<file path="src/rtl/remap_gcmd_pkg.sv">
package remap_gcmd_pkg;
  localparam int unsigned NUM_PERSIST = 3;
  localparam int unsigned NUM_CMD     = 5;

  // command / status bit positions
  localparam int unsigned BIT_QINV = 0;
  localparam int unsigned BIT_DMA  = 1;
  localparam int unsigned BIT_INTR = 2;
  localparam int unsigned BIT_ROOT = 3;
  localparam int unsigned BIT_IRT  = 4;

  // register word offsets
  localparam int unsigned OFF_VER  = 0;
  localparam int unsigned OFF_CAP  = 1;
  localparam int unsigned OFF_ECAP = 2;
  localparam int unsigned OFF_CMD  = 3;
  localparam int unsigned OFF_STS  = 4;
  localparam int unsigned OFF_ROOT = 5;
  localparam int unsigned OFF_IRT  = 6;
endpackage

</file>
<file path="src/rtl/remap_gcmd_chan.sv">
module remap_gcmd_chan (
  input  logic clk_i,
  input  logic rst_ni,
  input  logic cmd_wr_i,
  input  logic cmd_bit_i,
  input  logic done_i,
  output logic req_o,
  output logic val_o,
  output logic sts_o
);
  logic pend_q, tgt_q, sts_q;

  always_ff @(posedge clk_i or negedge rst_ni) begin
    if (!rst_ni) begin
      pend_q <= 1'b0;
      tgt_q  <= 1'b0;
      sts_q  <= 1'b0;
    end else if (pend_q) begin
      if (done_i) begin
        sts_q  <= tgt_q;
        pend_q <= 1'b0;
      end
    end else if (cmd_wr_i && (cmd_bit_i != sts_q)) begin
      pend_q <= 1'b1;
      tgt_q  <= cmd_bit_i;
    end
  end

  assign req_o = pend_q;
  assign val_o = tgt_q;
  assign sts_o = sts_q;

  assert_req_hold_R4: assert property (@(posedge clk_i) disable iff (!rst_ni)
    (pend_q && !done_i) |=> (pend_q && $stable(tgt_q) && $stable(sts_q)));

  assert_sts_on_done_R5: assert property (@(posedge clk_i) disable iff (!rst_ni)
    (pend_q && done_i) |=> (!pend_q && sts_q == $past(tgt_q)));

  assert_sts_only_after_done_R5: assert property (@(posedge clk_i) disable iff (!rst_ni)
    !(pend_q && done_i) |=> $stable(sts_q));

  assert_no_req_when_equal_R7: assert property (@(posedge clk_i) disable iff (!rst_ni)
    (!pend_q && cmd_wr_i && cmd_bit_i == sts_q) |=> !pend_q);
endmodule

</file>
<file path="src/rtl/remap_gcmd_ptr.sv">
module remap_gcmd_ptr #(
  parameter int unsigned DATA_W = 64
) (
  input  logic              clk_i,
  input  logic              rst_ni,
  input  logic              wr_i,
  input  logic [DATA_W-1:0] wdata_i,
  input  logic              load_i,
  output logic [DATA_W-1:0] prog_o,
  output logic [DATA_W-1:0] act_o,
  output logic              load_o
);
  logic [DATA_W-1:0] prog_q, act_q;
  logic              load_q;

  always_ff @(posedge clk_i or negedge rst_ni) begin
    if (!rst_ni) begin
      prog_q <= '0;
      act_q  <= '0;
      load_q <= 1'b0;
    end else begin
      load_q <= load_i;
      if (wr_i)   prog_q <= wdata_i;
      if (load_i) act_q  <= prog_q;
    end
  end

  assign prog_o = prog_q;
  assign act_o  = act_q;
  assign load_o = load_q;

  assert_load_copies_R9: assert property (@(posedge clk_i) disable iff (!rst_ni)
    load_i |=> (act_q == $past(prog_q) && load_q));

  assert_act_held_R10: assert property (@(posedge clk_i) disable iff (!rst_ni)
    !load_i |=> ($stable(act_q) && !load_q));
endmodule

</file>
<file path="src/rtl/remap_gcmd_ctrl.sv">
module remap_gcmd_ctrl
  import remap_gcmd_pkg::*;
#(
  parameter int unsigned ADDR_W    = 3,
  parameter int unsigned DATA_W    = 64,
  parameter int unsigned PAGE_BITS = 12,
  parameter int unsigned SIZE_W    = 4,
  parameter logic [DATA_W-1:0] VER_VAL  = 64'h10,
  parameter logic [DATA_W-1:0] CAP_VAL  = 64'h00D2_0086_2668,
  parameter logic [DATA_W-1:0] ECAP_VAL = 64'h0000_0F0A
) (
  input  logic                   clk_i,
  input  logic                   rst_ni,
  input  logic                   bus_req_i,
  input  logic                   bus_we_i,
  input  logic [ADDR_W-1:0]      bus_addr_i,
  input  logic [DATA_W-1:0]      bus_wdata_i,
  output logic [DATA_W-1:0]      bus_rdata_o,
  output logic [NUM_PERSIST-1:0] chg_req_o,
  output logic [NUM_PERSIST-1:0] chg_val_o,
  input  logic [NUM_PERSIST-1:0] chg_done_i,
  output logic [NUM_PERSIST-1:0] en_o,
  output logic                   root_load_o,
  output logic [DATA_W-1:0]      root_ptr_o,
  output logic                   irt_load_o,
  output logic [DATA_W-1:0]      irt_base_o,
  output logic [SIZE_W-1:0]      irt_size_o
);
  localparam logic [DATA_W-1:0] PAGE_MASK = ~((DATA_W'(1) << PAGE_BITS) - DATA_W'(1));

  logic wr, cmd_wr, root_wr, irt_wr;
  logic [NUM_PERSIST-1:0] sts;
  logic [DATA_W-1:0] root_prog, root_act, irt_prog, irt_act, sts_word;

  assign wr      = bus_req_i && bus_we_i;
  assign cmd_wr  = wr && (bus_addr_i == ADDR_W'(OFF_CMD));
  assign root_wr = wr && (bus_addr_i == ADDR_W'(OFF_ROOT));
  assign irt_wr  = wr && (bus_addr_i == ADDR_W'(OFF_IRT));

  for (genvar i = 0; i < NUM_PERSIST; i++) begin : g_chan
    remap_gcmd_chan u_chan (
      .clk_i     (clk_i),
      .rst_ni    (rst_ni),
      .cmd_wr_i  (cmd_wr),
      .cmd_bit_i (bus_wdata_i[i]),
      .done_i    (chg_done_i[i]),
      .req_o     (chg_req_o[i]),
      .val_o     (chg_val_o[i]),
      .sts_o     (sts[i])
    );
  end

  remap_gcmd_ptr #(.DATA_W(DATA_W)) u_root (
    .clk_i (clk_i), .rst_ni (rst_ni),
    .wr_i (root_wr), .wdata_i (bus_wdata_i),
    .load_i (cmd_wr && bus_wdata_i[BIT_ROOT]),
    .prog_o (root_prog), .act_o (root_act), .load_o (root_load_o)
  );

  remap_gcmd_ptr #(.DATA_W(DATA_W)) u_irt (
    .clk_i (clk_i), .rst_ni (rst_ni),
    .wr_i (irt_wr), .wdata_i (bus_wdata_i),
    .load_i (cmd_wr && bus_wdata_i[BIT_IRT]),
    .prog_o (irt_prog), .act_o (irt_act), .load_o (irt_load_o)
  );

  assign en_o       = sts;
  assign root_ptr_o = root_act & PAGE_MASK;
  assign irt_base_o = irt_act & PAGE_MASK;
  assign irt_size_o = irt_act[SIZE_W-1:0];

  // one-shot bits have no status latch
  assign sts_word = DATA_W'(sts);

  always_comb begin
    unique case (bus_addr_i)
      ADDR_W'(OFF_VER):  bus_rdata_o = VER_VAL;
      ADDR_W'(OFF_CAP):  bus_rdata_o = CAP_VAL;
      ADDR_W'(OFF_ECAP): bus_rdata_o = ECAP_VAL;
      ADDR_W'(OFF_STS):  bus_rdata_o = sts_word;
      ADDR_W'(OFF_ROOT): bus_rdata_o = root_prog;
      ADDR_W'(OFF_IRT):  bus_rdata_o = irt_prog;
      default:           bus_rdata_o = '0;
    endcase
  end

  assert_en_rise_after_done_R5: assert property (@(posedge clk_i) disable iff (!rst_ni)
    (chg_req_o[0] && !chg_done_i[0]) |=> $stable(en_o[0]));

  assert_root_follows_cmd_R9: assert property (@(posedge clk_i) disable iff (!rst_ni)
    (cmd_wr && bus_wdata_i[BIT_ROOT]) |=> (root_ptr_o == ($past(root_prog) & PAGE_MASK)));

  assert_irt_follows_cmd_R11: assert property (@(posedge clk_i) disable iff (!rst_ni)
    (cmd_wr && bus_wdata_i[BIT_IRT]) |=>
      (irt_size_o == $past(irt_prog[SIZE_W-1:0]) && irt_base_o == ($past(irt_prog) & PAGE_MASK)));
endmodule

</file>
<file path="config.mk">
export PLATFORM = sky130hd
export DESIGN_NAME = remap_gcmd_ctrl
export DESIGN_NICKNAME = d
export VERILOG_FILES = /design/src/rtl/remap_gcmd_pkg.sv /design/src/rtl/remap_gcmd_chan.sv /design/src/rtl/remap_gcmd_ptr.sv /design/src/rtl/remap_gcmd_ctrl.sv
export SDC_FILE = /design/constraint.sdc
export NUM_CORES = 1
export LEC_CHECK = 0
export BUFFER_PORTS_ARGS = -buffer_cell sky130_fd_sc_hd__buf_2
export CAP_MARGIN = 20
export CORE_MARGIN = 3
export CORE_UTILIZATION = 40
export DETAILED_ROUTE_END_ITERATION = 12
export HOLD_SLACK_MARGIN = 0.02
export PLACE_DENSITY = 0.7
export SYNTH_ARGS = -nofsm -noshare
export SYNTH_HDL_FRONTEND = slang
export SYNTH_SLANG_ARGS = --single-unit
</file>
<file path="constraint.sdc">
create_clock -name clk_i -period 4.1 [get_ports clk_i]
set_input_delay 0.41 -clock clk_i [delete_from_list [all_inputs] [get_ports clk_i]]
set_output_delay 0.41 -clock clk_i [all_outputs]
set_load 0.05 [all_outputs]
</file>
==> results of run 1 <==
-- synth_stat cells (3+ instances only) --
| cell type | n |
|---|---|
| o22ai_1 | 3 |
| xor2_1 | 3 |
| buf_6 | 10 |
| nand2_1 | 10 |
| o21ai_0 | 17 |
| o2bb2ai_1 | 4 |
| clkbuf_1 | 8 |
| o41ai_1 | 3 |
| a21bo_2 | 10 |
| buf_2 | 17 |
| buf_4 | 36 |
| inv_1 | 5 |
| mux2_1 | 22 |
| dfrtp_1 | 247 |
| nor2_1 | 6 |
| mux2_2 | 217 |
| a22o_1 | 45 |
| a41oi_1 | 3 |
| a21oi_1 | 5 |
-- state kept, by name, indices dropped and copies added, names as in the netlist --
name,flops
g_chan.u_chan.req_o,3
g_chan.u_chan.sts_o,3
g_chan.u_chan.val_o,3
u_irt.act_o,56
u_irt.load_o,1
u_irt.prog_o,64
u_root.act_o,52
u_root.load_o,1
u_root.prog_o,64
-- worst register-to-register path: stages, from the launching register on --
cell	delay [ns]
dfrtp_1	0.41
o41ai_1	0.38
a21oi_1	0.12
-- metrics by stage --
step / hold slack, ns / setup slack (ns) / instances
finish: 0.0155 / 1.20 / 1282
global route: 0.0705 / 1.03 / 1282
CTS: 0.0358 / 1.16 / 1282
detailed placement: 0.471 / 1.15 / 1237
global placement: 0.462 / 1.25 / 1237
floorplan: 0.114 / 1.76 / 714
-- power by group through the flow --
| stage | combinational [mW] | clock, mW | sequential, mW |
|---|---|---|---|
| 2_1_floorplan | 0.934 | 0 | 3.95 |
| 6_report | 2.08 | 2.25 | 3.30 |
| 3_5_place_dp | 2.10 | 0 | 3.35 |
| 4_1_cts | 2.10 | 2.33 | 3.31 |
| 5_1_grt | 2.19 | 2.42 | 3.38 |
| 3_3_place_gp | 2.07 | 0 | 3.33 |
-- routing by layer --
layer | wire, um | vias to the layer above | GRT usage
met5 | 7 | - | 0
met4 | 495 | 2 | 0.0337
met3 | 2090 | 42 | 0.0598
met2 | 11600 | 227 | 0.289
met1 | 10300 | 3296 | 0.221
li1 | - | 2933 | -
-- layout by cell type (no fill, tap or decap), types with 4 or more instances in the layout --
master and instances:
buf_2 255, dfrtp_1 247, mux2_2 217, a22o_1 45, clkbuf_16 27, conb_1 24
mux2_1 22, o21ai_0 17, a21bo_2 10, nand2_1 10, clkbuf_1 6, clkinv_2 6
inv_1 5, nor2_1 5, a21oi_1 5, buf_12 5, nor2_4 4, o2bb2ai_1 4
clkbuf_8 4, buf_4 4
-- worst max path at each step --
stage / from / endpoint / slack, ns / depth (start not counted)
finish: bus_addr_i[2] / bus_rdata_o[53] / 1.20 / 6
global route: bus_addr_i[2] / bus_rdata_o[53] / 1.03 / 6
CTS: bus_addr_i[2] / bus_rdata_o[53] / 1.16 / 6
detailed placement: bus_addr_i[2] / bus_rdata_o[53] / 1.15 / 6
global placement: bus_addr_i[2] / bus_rdata_o[54] / 1.25 / 6
floorplan: bus_addr_i[2] / bus_rdata_o[10] / 1.76 / 4
-- kinds of logic after synthesis --
| logic type | Yosys count | share of synthesized area |
|---|---|---|
| flops | 247 | 0.598 |
| mux | 241 | 0.262 |
| compound gates | 92 | 0.0702 |
| buf+inv | 77 | 0.0503 |
| simple gates | 30 | 0.0165 |
| xor+xnor | 3 | 0.00254 |
| other cells | 1 | 0.000363 |
-- cell type report --
class,instances,area share
flip-flops and latches,247,0.491
multi-input cells,390,0.297
repair buffers,265,0.113
clock buffers,37,0.0598
well taps,330,0.0328
clock inverters,8,0.00537
inverters,5,0.00149
==> impl_results.md, run 1 <==
* DR iter-0 viols at 345
* Crit Path Class: in -> out
* Die Wd at 167 um
* Syn Inst Count at 691
* Cell Int Power at 4.93 mW
* Root Driver: clkbuf_16
* Critical Path Start Type: input port
* Final global-route overflow total at 0
* Post-synthesis cell type count at 34
* Clk Latency, worst-skew pair at 0.51 ns
* Share of cells above drive strength 1 at 0.567
* Bufs and invs on worst path at 4
* Top_reg_cell synth: dfrtp_1
* Mean Syn Cell Area at 15.0 um^2
* FF-to-FF Start: g_chan[0].u_chan.req_o
* Clock tree from TritonCTS: built
* EDFF count, synth at 0
* Syn. warnings at 0
* Initial Util at 0.408
* Leak pwr at 6.38 nW
* Design area at 12,600 um^2
* Die Height at 167 um
* Crit Path Max Fanout at 30
* RSZ-0062 raised after global routing: no
* # diodes at 0
* Post_cts resized at 0
* Worst EP required at 3.69 ns
* # setup viols final at 0
* Clock-pin transition on the worst setup and hold timing paths at 0.05 ns
* R2R setup slack at 3.07 ns
* Sequential power share at 0.433
* DP HPWL at 16.3 mm
* Post-Syn Area at 10,300 um^2
* Status: finished, final reports clean
* Antenna violations before repair at 1
* Largest net degree at the start of global routing at 126
* Vias at 6,500
* Num Clock Sinks at 247
* CP most frequent cell: buf_2
* Post-route minimum period at 2.90 ns
* Post-DP Area at 11,800 um^2
* Area of the multi-input gates at 3740 um^2
* GP Congestion at 0.767
* Number of I/O port buffers at 256
* DRC Markers at 0
* VDD IR max at 0.356 mV
* GRT Util Overall at 0.173
* Pre-antenna DRT Iters at 4
* Final net count at 1,009
* Hold Buf Count CTS at 0
* Clock Power Share at 0.295
* # IOs at 281
* DR WL/cell at 19.1 um
* Fill count at 2,264
* # rows at 58
* CP Data Arrival Time at 2.49 ns
* Maxcap violations at 0
* Total power at 7.64 mW
* H-tree depth at 1
* Worst Skew at 0.00610 ns
* Critical Path, Cell by Cell: buf_2 -> inv_1 -> nor2_4 -> buf_4 -> a22o_1 -> buf_2
* Fin util at 0.497
* Yosys top cell area share at 0.598
* Register area at 6180 um^2
* Psw at 2.70 mW
* Worst Tran Pin Value at 0.949 ns
* Area leader, netlist: dfrtp_1
* HP Class: in -> async
* Number of global-route vias before repair at 6,818
* CP delay by family, top: buffers and inverters
* Area grow syn2layout at 21.8%
* Synth Register Bits at 247
* CP max stage cell: nor2_4
* Worst R2R End: g_chan[0].u_chan.val_o
* Pwr/cell area at 606 nW/um^2
* Post-CTS Setup Bufs at 0
* Setup TNS at 0 ns
* CP max stage delay at 0.62 ns
* Final Hold Viols at 0
* Fmax at 345 MHz
* Crit end category: output pin
* Antenna viol nets, final at 0
* Clk buf depth at 3
* Ys async rst share at 1.00
* Relative slew slack at 0.367
* Routed WL at 24.5 mm
* Via/cell ratio at 5.07
* Ratio of final minimum period to clock period at 0.707
* Slew Limit Fails at 0
* Sequential-to-total area share from yosys stat at 0.598
* Top post-synthesis cells by area: dfrtp_1 (60%), mux2_2 (24%), a22o_1 (3.8%)
* Sw Share at 0.354
* TritonCTS Buffers at 26
* Cells on worst reg2reg path at 2
* Global-route wire length before repair at 39.1 mm
* Die ar. at 27,800 um^2
* Logic pwr share at 0.273
* Core footprint at 25,300 um^2
No activity file was read; power rests on OpenSTA's default activity.
==> run 2: changes to the inputs <==
==> constraint.sdc (replaced) <==
create_clock -name clk_i -period 2.7 [get_ports clk_i]
set_input_delay 0.27 -clock clk_i [delete_from_list [all_inputs] [get_ports clk_i]]
set_output_delay 0.27 -clock clk_i [all_outputs]
set_load 0.05 [all_outputs]
==> run 2 against run 1 <==
Clock power is 66% higher. Wire length is 3.4% higher. First-iteration DRC count is 7.0% higher. Critical path type unchanged. Critical endpoint unchanged.
==> impl_results.md, run 2 (same netlist as run 1, synthesis figures left out) <==
* Global-route wire length before repair at 41.1 mm (+5.2%)
* Routed WL at 25.4 mm (+3.4%)
* Total power at 12.0 mW (+57%)
* Fill count at 2,138 (-5.6%)
* Final global-route overflow total at 0 (unchanged)
* Worst Tran Pin Value at 0.669 ns (-0.280 ns)
* Logic pwr share at 0.270 (-0.003)
* Core footprint at 25,300 um^2 (unchanged)
* FF-to-FF Start: g_chan[0].u_chan.req_o
* CP Data Arrival Time at 1.80 ns (-0.69 ns)
* # setup viols final at 0 (unchanged)
* CP max stage delay at 0.37 ns (-0.25 ns)
* # diodes at 0 (unchanged)
* HP Class: in -> reg
* CP most frequent cell: buf_2
* Slew Limit Fails at 0 (unchanged)
* Hold_ws at 0.0463 ns (+0.0309 ns)
* Number of global-route vias before repair at 7,311 (+7.2%)
* Psw at 4.23 mW (+56%)
* Crit end category: output pin
* Pre-CTS setup slack at 0.651 ns (-0.503 ns)
* CP max stage cell: buf_4
* Post_cts resized at 0 (unchanged)
* CP delay by family, top: buffers and inverters
* Clock Power Share at 0.312 (+0.017)
* CP Depth at 6 (unchanged)
* DP HPWL at 16.4 mm (+0.75%)
* VDD IR max at 0.589 mV (+66%)
* Maxcap violations at 0 (unchanged)
* Crit Path Class: in -> out
* Relative slew slack at 0.554 (+0.187)
* Post-route minimum period at 2.07 ns
* Register area at 6180 um^2 (unchanged)
* DR WL/cell at 18.7 um (-2.4%)
* Worst R2R End: g_chan[0].u_chan.val_o
* Final net count at 1,083 (+7.3%)
* Initial Util at 0.408 (unchanged)
* Sequential power share at 0.418 (-0.015)
* Antenna violations before repair at 0 (-1)
* Sw Share at 0.352 (-0.00197)
* Setup TNS at 0 ns (unchanged)
* Status: finished, final reports clean
* GRT Util Overall at 0.180 (+0.00769)
* Critical Path Start Type: input port
* Ratio of final minimum period to clock period at 0.768
* Hold wc startpoint: bus_wdata_i[57]
* Hold Path Depth at 2
* Antenna viol nets, final at 0 (unchanged)
* Clk Latency, worst-skew pair at 0.53 ns (+0.02 ns)
* Area grow syn2layout at 29.3%
* Final Hold Viols at 0 (unchanged)
* Hold EP: u_root.prog_o[57]
* Share of cells above drive strength 1 at 0.543 (-0.0244)
* Pre-antenna DRT Iters at 4 (unchanged)
* Vias at 6,811 (+4.8%)
* Pwr/cell area at 898 nW/um^2 (+48%)
* Root Driver: clkbuf_16
* H-tree depth at 1 (unchanged)
* Critical Path, Cell by Cell: buf_2 -> nand2b_1 -> nor2_4 -> buf_4 -> a22o_1 -> buf_2
* Leak pwr at 6.74 nW (+5.7%)
* Die Wd at 167 um (unchanged)
* Die Height at 167 um (unchanged)
* Clock-pin transition on the worst setup and hold timing paths at 0.06 ns (about the same)
* R2R setup slack at 1.72 ns (-1.35 ns)
* Via/cell ratio at 5.02 (-1.1%)
* Cells on worst reg2reg path at 2 (unchanged)
* DR iter-0 viols at 369 (+7.0%)
* Most common cell after layout, fill and taps aside: buf_2
* Setup WS post-layout at 0.626 ns (-0.577 ns)
* Num Clock Sinks at 247 (unchanged)
* RSZ-0062 raised after global routing: no
* DRC Markers at 0 (unchanged)
* Area of the multi-input gates at 3740 um^2 (unchanged)
* Clock tree from TritonCTS: built
* # IOs at 281 (unchanged)
* Largest net degree at the start of global routing at 84 (-33%)
* GP Congestion at 0.785 (+2.4%)
* TritonCTS Buffers at 27 (+3.8%)
* Commonest cells after routing, fill and taps aside: buf_2 (255), dfrtp_1 (247), mux2_2 (217)
* Clk buf depth at 3 (unchanged)
* Fmax at 482 MHz
* Bufs and invs on worst path at 3 (-1)
* # rows at 58 (unchanged)
* Cell Int Power at 7.78 mW (+58%)
* Number of I/O port buffers at 256 (unchanged)
* Die ar. at 27,800 um^2 (unchanged)
* Worst EP required at 2.43 ns (-1.26 ns)
* Worst Skew at 0.0182 ns (+0.0121 ns)
* Crit Path Max Fanout at 31 (+3.3%)
## run 2: power by group through the flow
stage          clock network (mW)  registers [mW]  logic, mW
6_report                     3.74            5.02       3.25
5_1_grt                      3.98            5.13       3.43
3_5_place_dp                    0            5.08       3.19
4_1_cts                      3.84            5.02       3.27
2_1_floorplan                   0            6.00       1.42
3_3_place_gp                    0            5.06       3.15
## run 2: cell type report
type                    count  share of cell area
flip-flops and latches    247               0.463
clock buffers              32              0.0557
clock inverters            16              0.0124
well taps                 330              0.0309
repair buffers            338               0.157
multi-input cells         390               0.280
inverters                   5             0.00140
## run 2: through the flow
step,instance area (um^2),utilization,std cells
floorplan,10400,-,714
global placement,11800,0.466,1246
detailed placement,11800,0.466,1246
CTS,13400,0.528,1358
global route,13400,0.528,1358
finish,13400,0.528,1358
## run 2: layer usage
layer | wire (um) | GRT usage | up-vias
met4 | 490 | 0.0398 | 0
met5 | 0 | 0 | -
met1 | 10900 | 0.237 | 3448
li1 | - | - | 3088
met2 | 12000 | 0.297 | 231
met3 | 2000 | 0.0555 | 44
## run 2: timing repair
item / CTS / global route
hold buffers: 64 / 0
setup endpoints to repair: 0 / 0
hold endpoints to repair: 201 / 0
buffers inserted: 0 / 0
## run 2: worst max path at each step
stage                                  end  slack, ns                   start
after CTS                   bus_rdata_o[0]       0.62  g_chan[0].u_chan.sts_o
after global routing       bus_rdata_o[53]       0.52           bus_addr_i[1]
final                      bus_rdata_o[53]       0.63           bus_addr_i[0]
after floorplan            bus_rdata_o[10]       0.64           bus_addr_i[2]
after global placement    u_root.act_o[47]       0.66           bus_addr_i[2]
after detailed placement   bus_rdata_o[45]       0.65           bus_addr_i[0]
==> run 3: changes to the inputs <==
--- a/config.mk
+++ b/config.mk
@@ -5,13 +5,14 @@
 export SDC_FILE = /design/constraint.sdc
 export NUM_CORES = 1
 export LEC_CHECK = 0
+export ABC_AREA = 1
 export BUFFER_PORTS_ARGS = -buffer_cell sky130_fd_sc_hd__buf_2
 export CAP_MARGIN = 20
 export CORE_MARGIN = 3
 export CORE_UTILIZATION = 40
 export DETAILED_ROUTE_END_ITERATION = 12
 export HOLD_SLACK_MARGIN = 0.02
-export PLACE_DENSITY = 0.7
+export PLACE_DENSITY = 0.72
 export SYNTH_ARGS = -nofsm -noshare
 export SYNTH_HDL_FRONTEND = slang
 export SYNTH_SLANG_ARGS = --single-unit
==> constraint.sdc (replaced) <==
create_clock -name clk_i -period 1.9 [get_ports clk_i]
set_input_delay 0.19 -clock clk_i [delete_from_list [all_inputs] [get_ports clk_i]]
set_output_delay 0.19 -clock clk_i [all_outputs]
set_load 0.05 [all_outputs]
==> run 3 against run 2 <==
Register-to-register slack lost 0.79 ns. Setup slack lost 0.47 ns. Area after synthesis grew 2.8%. Clock skew shrank 0.0074 ns. Hold slack gained 0.091 ns. Synthesized cell count grew 84%. Wire length grew 33%. Largest cell class unchanged. Combinational power grew 47%. Utilization grew 0.91 points. Non-clock buffer count grew 18. Critical endpoint is now bus_rdata_o[22]. Sequential cell count is the same.
==> impl_results.md, run 3 <==
* Critical Path Start Type: input port
* EDFF count, synth at 0 (unchanged)
* Xor/xnor share of the synthesized area at 0 (-0.00254)
* DRC Markers at 0 (unchanged)
* Die ar. at 28,600 um^2 (+2.7%)
* Post-Syn Area at 10,600 um^2 (+2.8%)
* Pre-CTS setup slack at 0.170 ns (-0.482 ns)
* Crit Path Max Fanout at 30 (-3.2%)
* TritonCTS Buffers at 27 (unchanged)
* Share of cells above drive strength 1 at 0.219 (-0.324)
* Vias at 9,878 (+45%)
* DP HPWL at 20.7 mm (+26%)
* Clock-pin transition on the worst setup and hold timing paths at 0.06 ns (about the same)
* Final global-route overflow total at 0 (unchanged)
* Commonest cells after routing, fill and taps aside: nand2_1 (499), buf_2 (254), dfrtp_1 (247)
* CP Data Arrival Time at 1.55 ns (-0.25 ns)
* VDD IR max at 0.696 mV (+18%)
* Area of the multi-input gates at 3690 um^2 (-1.2%)
* Worst Skew at 0.0108 ns (-0.00737 ns)
* Synth Register Bits at 247 (unchanged)
* Fill count at 2,350 (+9.9%)
* Die Height at 169 um (+1.4%)
* Ys async rst share at 1.00 (unchanged)
* Largest net degree at the start of global routing at 67 (-20%)
* Area grow syn2layout at 31.6%
* Number of global-route vias before repair at 10,000 (+37%)
* Antenna violations before repair at 1 (+1)
* Initial Util at 0.408 (about the same)
* Post-route minimum period at 1.74 ns
* Die Wd at 169 um (+1.4%)
* Pre-antenna DRT Iters at 6 (+2)
* Top post-synthesis cells by area: dfrtp_1 (58%), nand2_1 (18%), nand3_1 (8.7%)
* # IOs at 281 (unchanged)
* Setup WS post-layout at 0.157 ns (-0.469 ns)
* Top post-synthesis cells by count: nand2_1 (502), dfrtp_1 (247), nand3_1 (184)
* Register area at 6180 um^2 (unchanged)
* Post-synthesis simple-gate area fraction at 0.269 (+0.252)
* Post-synthesis cell type count at 17 (-50%)
* Relative slew slack at 0.629 (+0.0749)
* CP max stage cell: nor2_4
* Final Hold Viols at 0 (unchanged)
* Final net count at 1,639 (+51%)
* Ratio of final minimum period to clock period at 0.917
* Total power at 17.7 mW (+47%)
* Via/cell ratio at 5.14 (+2.5%)
* FF-to-FF Start: g_chan[1].u_chan.sts_o
* Hold wc startpoint: bus_addr_i[1]
* Leak pwr at 7.58 nW (+13%)
* Post-synthesis compound-gate area fraction at 0.0672 (-0.00299)
* RSZ-0062 raised after global routing: no
* DR iter-0 viols at 872 (+140%)
* Yosys top cell area share at 0.581 (-0.0165)
* Multiplexer area fraction after synthesis at 0 (-0.262)
* Worst EP required at 1.71 ns (-0.72 ns)
* Area leader, netlist: dfrtp_1
* Clock tree from TritonCTS: built
* Slew Limit Fails at 0 (unchanged)
* Worst Tran Pin Value at 0.557 ns (-0.112 ns)
* Root Driver: clkbuf_16
* Bufs and invs on worst path at 3 (unchanged)
* Fmax at 574 MHz
* Most common cell in the netlist: nand2_1
* # setup viols final at 0 (unchanged)
* Mean Syn Cell Area at 8.35 um^2 (-44%)
* # rows at 59 (+1.7%)
* Sequential-to-total area share from yosys stat at 0.581 (-0.0165)
* Number of I/O port buffers at 256 (unchanged)
* Syn Inst Count at 1,273 (+84%)
* GP Congestion at 0.848 (+8.1%)
* Critical path launch point: bus_addr_i[0]
* GRT Util Overall at 0.231 (+0.0502)
* Clk buf depth at 3 (unchanged)
* Top_reg_cell synth: dfrtp_1
* Post-CTS Setup Bufs at 0 (unchanged)
* Critical Path, Cell by Cell: buf_2 -> nand2_1 -> nor2_4 -> buf_12 -> nand2_1 -> o21ai_0 -> buf_2
* Crit end category: output pin
* CP max stage delay at 0.37 ns (about the same)
* Num Clock Sinks at 247 (unchanged)
* DR WL/cell at 17.5 um (-6.4%)
* H-tree depth at 1 (unchanged)
* HP Class: in -> reg
* Main combinational cell family by area after synthesis: simple AND/OR/NAND/NOR gates
* Pwr/cell area at 1260 nW/um^2 (+41%)
* Most common cell after layout, fill and taps aside: nand2_1
* Crit Path Class: in -> out
* Global-route wire length before repair at 53.6 mm (+30%)
* Maxcap violations at 0 (unchanged)
* Routed WL at 33.6 mm (+33%)
* CP delay by family, top: buffers and inverters
* Syn. warnings at 0 (unchanged)
* Antenna viol nets, final at 0 (unchanged)
* Core footprint at 26,100 um^2 (+2.9%)
* Status: finished, final reports clean
* Adder-cell area share of the yosys netlist at 0 (unchanged)
* Clk Latency, worst-skew pair at 0.52 ns (about the same)
==> run 3: repair_timing <==
action	CTS	global route
gates resized for setup	0	0
hold buffers	66	0
endpoints found under the hold margin	191	0
==> run 3: area by class of cell <==
class,count,area share
inverters,72,0.0193
diodes,1,0.000179
well taps,335,0.0300
multi-input cells,861,0.264
flip-flops and latches,247,0.442
clock buffers,33,0.0535
repair buffers,356,0.173
clock inverters,17,0.0182
==> run 3: tightest hold or removal path, stage by stage <==
cell and delay [ns]:
buf_2 0.17, nor2_4 0.13, nand3_1 0.09, nand2_1 0.05
==> run 3: kinds of logic (layout without fill, tap and decap cells) <==
logic type / after synthesis / count (layout)
compound gates: 139 / 139
buf+inv: 188 / 478
flops: 247 / 247
other cells: 1 / 25
simple gates: 698 / 698
==> run 3: where the power goes <==
group | switching [mW] | internal (mW)
clock network | 2.20 | 3.62
registers | 0.736 | 6.36
logic | 3.66 | 1.11
total | 6.60 | 11.1
==> run 3: worst paths after layout <==
path / endpoint / slack, ns / cells after the start
worst min-delay path: u_root.prog_o[61] / 0.14 / 4
worst max-delay path: bus_rdata_o[22] / 0.16 / 7
worst max register to register: g_chan[1].u_chan.val_o / 0.93 / 6
max in group asynchronous: u_root.act_o[36] / 0.90 / 3
worst min register to register: u_root.act_o[44] / 0.46 / 2
min in group asynchronous: u_root.act_o[48] / 0.20 / 2
==> run 3: through the flow <==
stage	hold WS [ns]	util	area [um^2]	instances	TNS, ns
2_1_floorplan	-0.106	-	10700	1296	-3.00
5_1_grt	0.152	0.537	14000	1922	0
6_report	0.137	0.537	14000	1922	0
3_5_place_dp	0.193	0.473	12300	1805	0
3_3_place_gp	0.193	0.473	12300	1805	0
4_1_cts	0.113	0.537	14000	1921	0
==> run 3: per-layer routing <==
layer | global-route usage | routed length, um | share of wire
met5 | 0 | 0 | 0
met4 | 0.0900 | 1290 | 0.038
met3 | 0.0367 | 2600 | 0.077
met2 | 0.381 | 15900 | 0.47
met1 | 0.307 | 13900 | 0.41
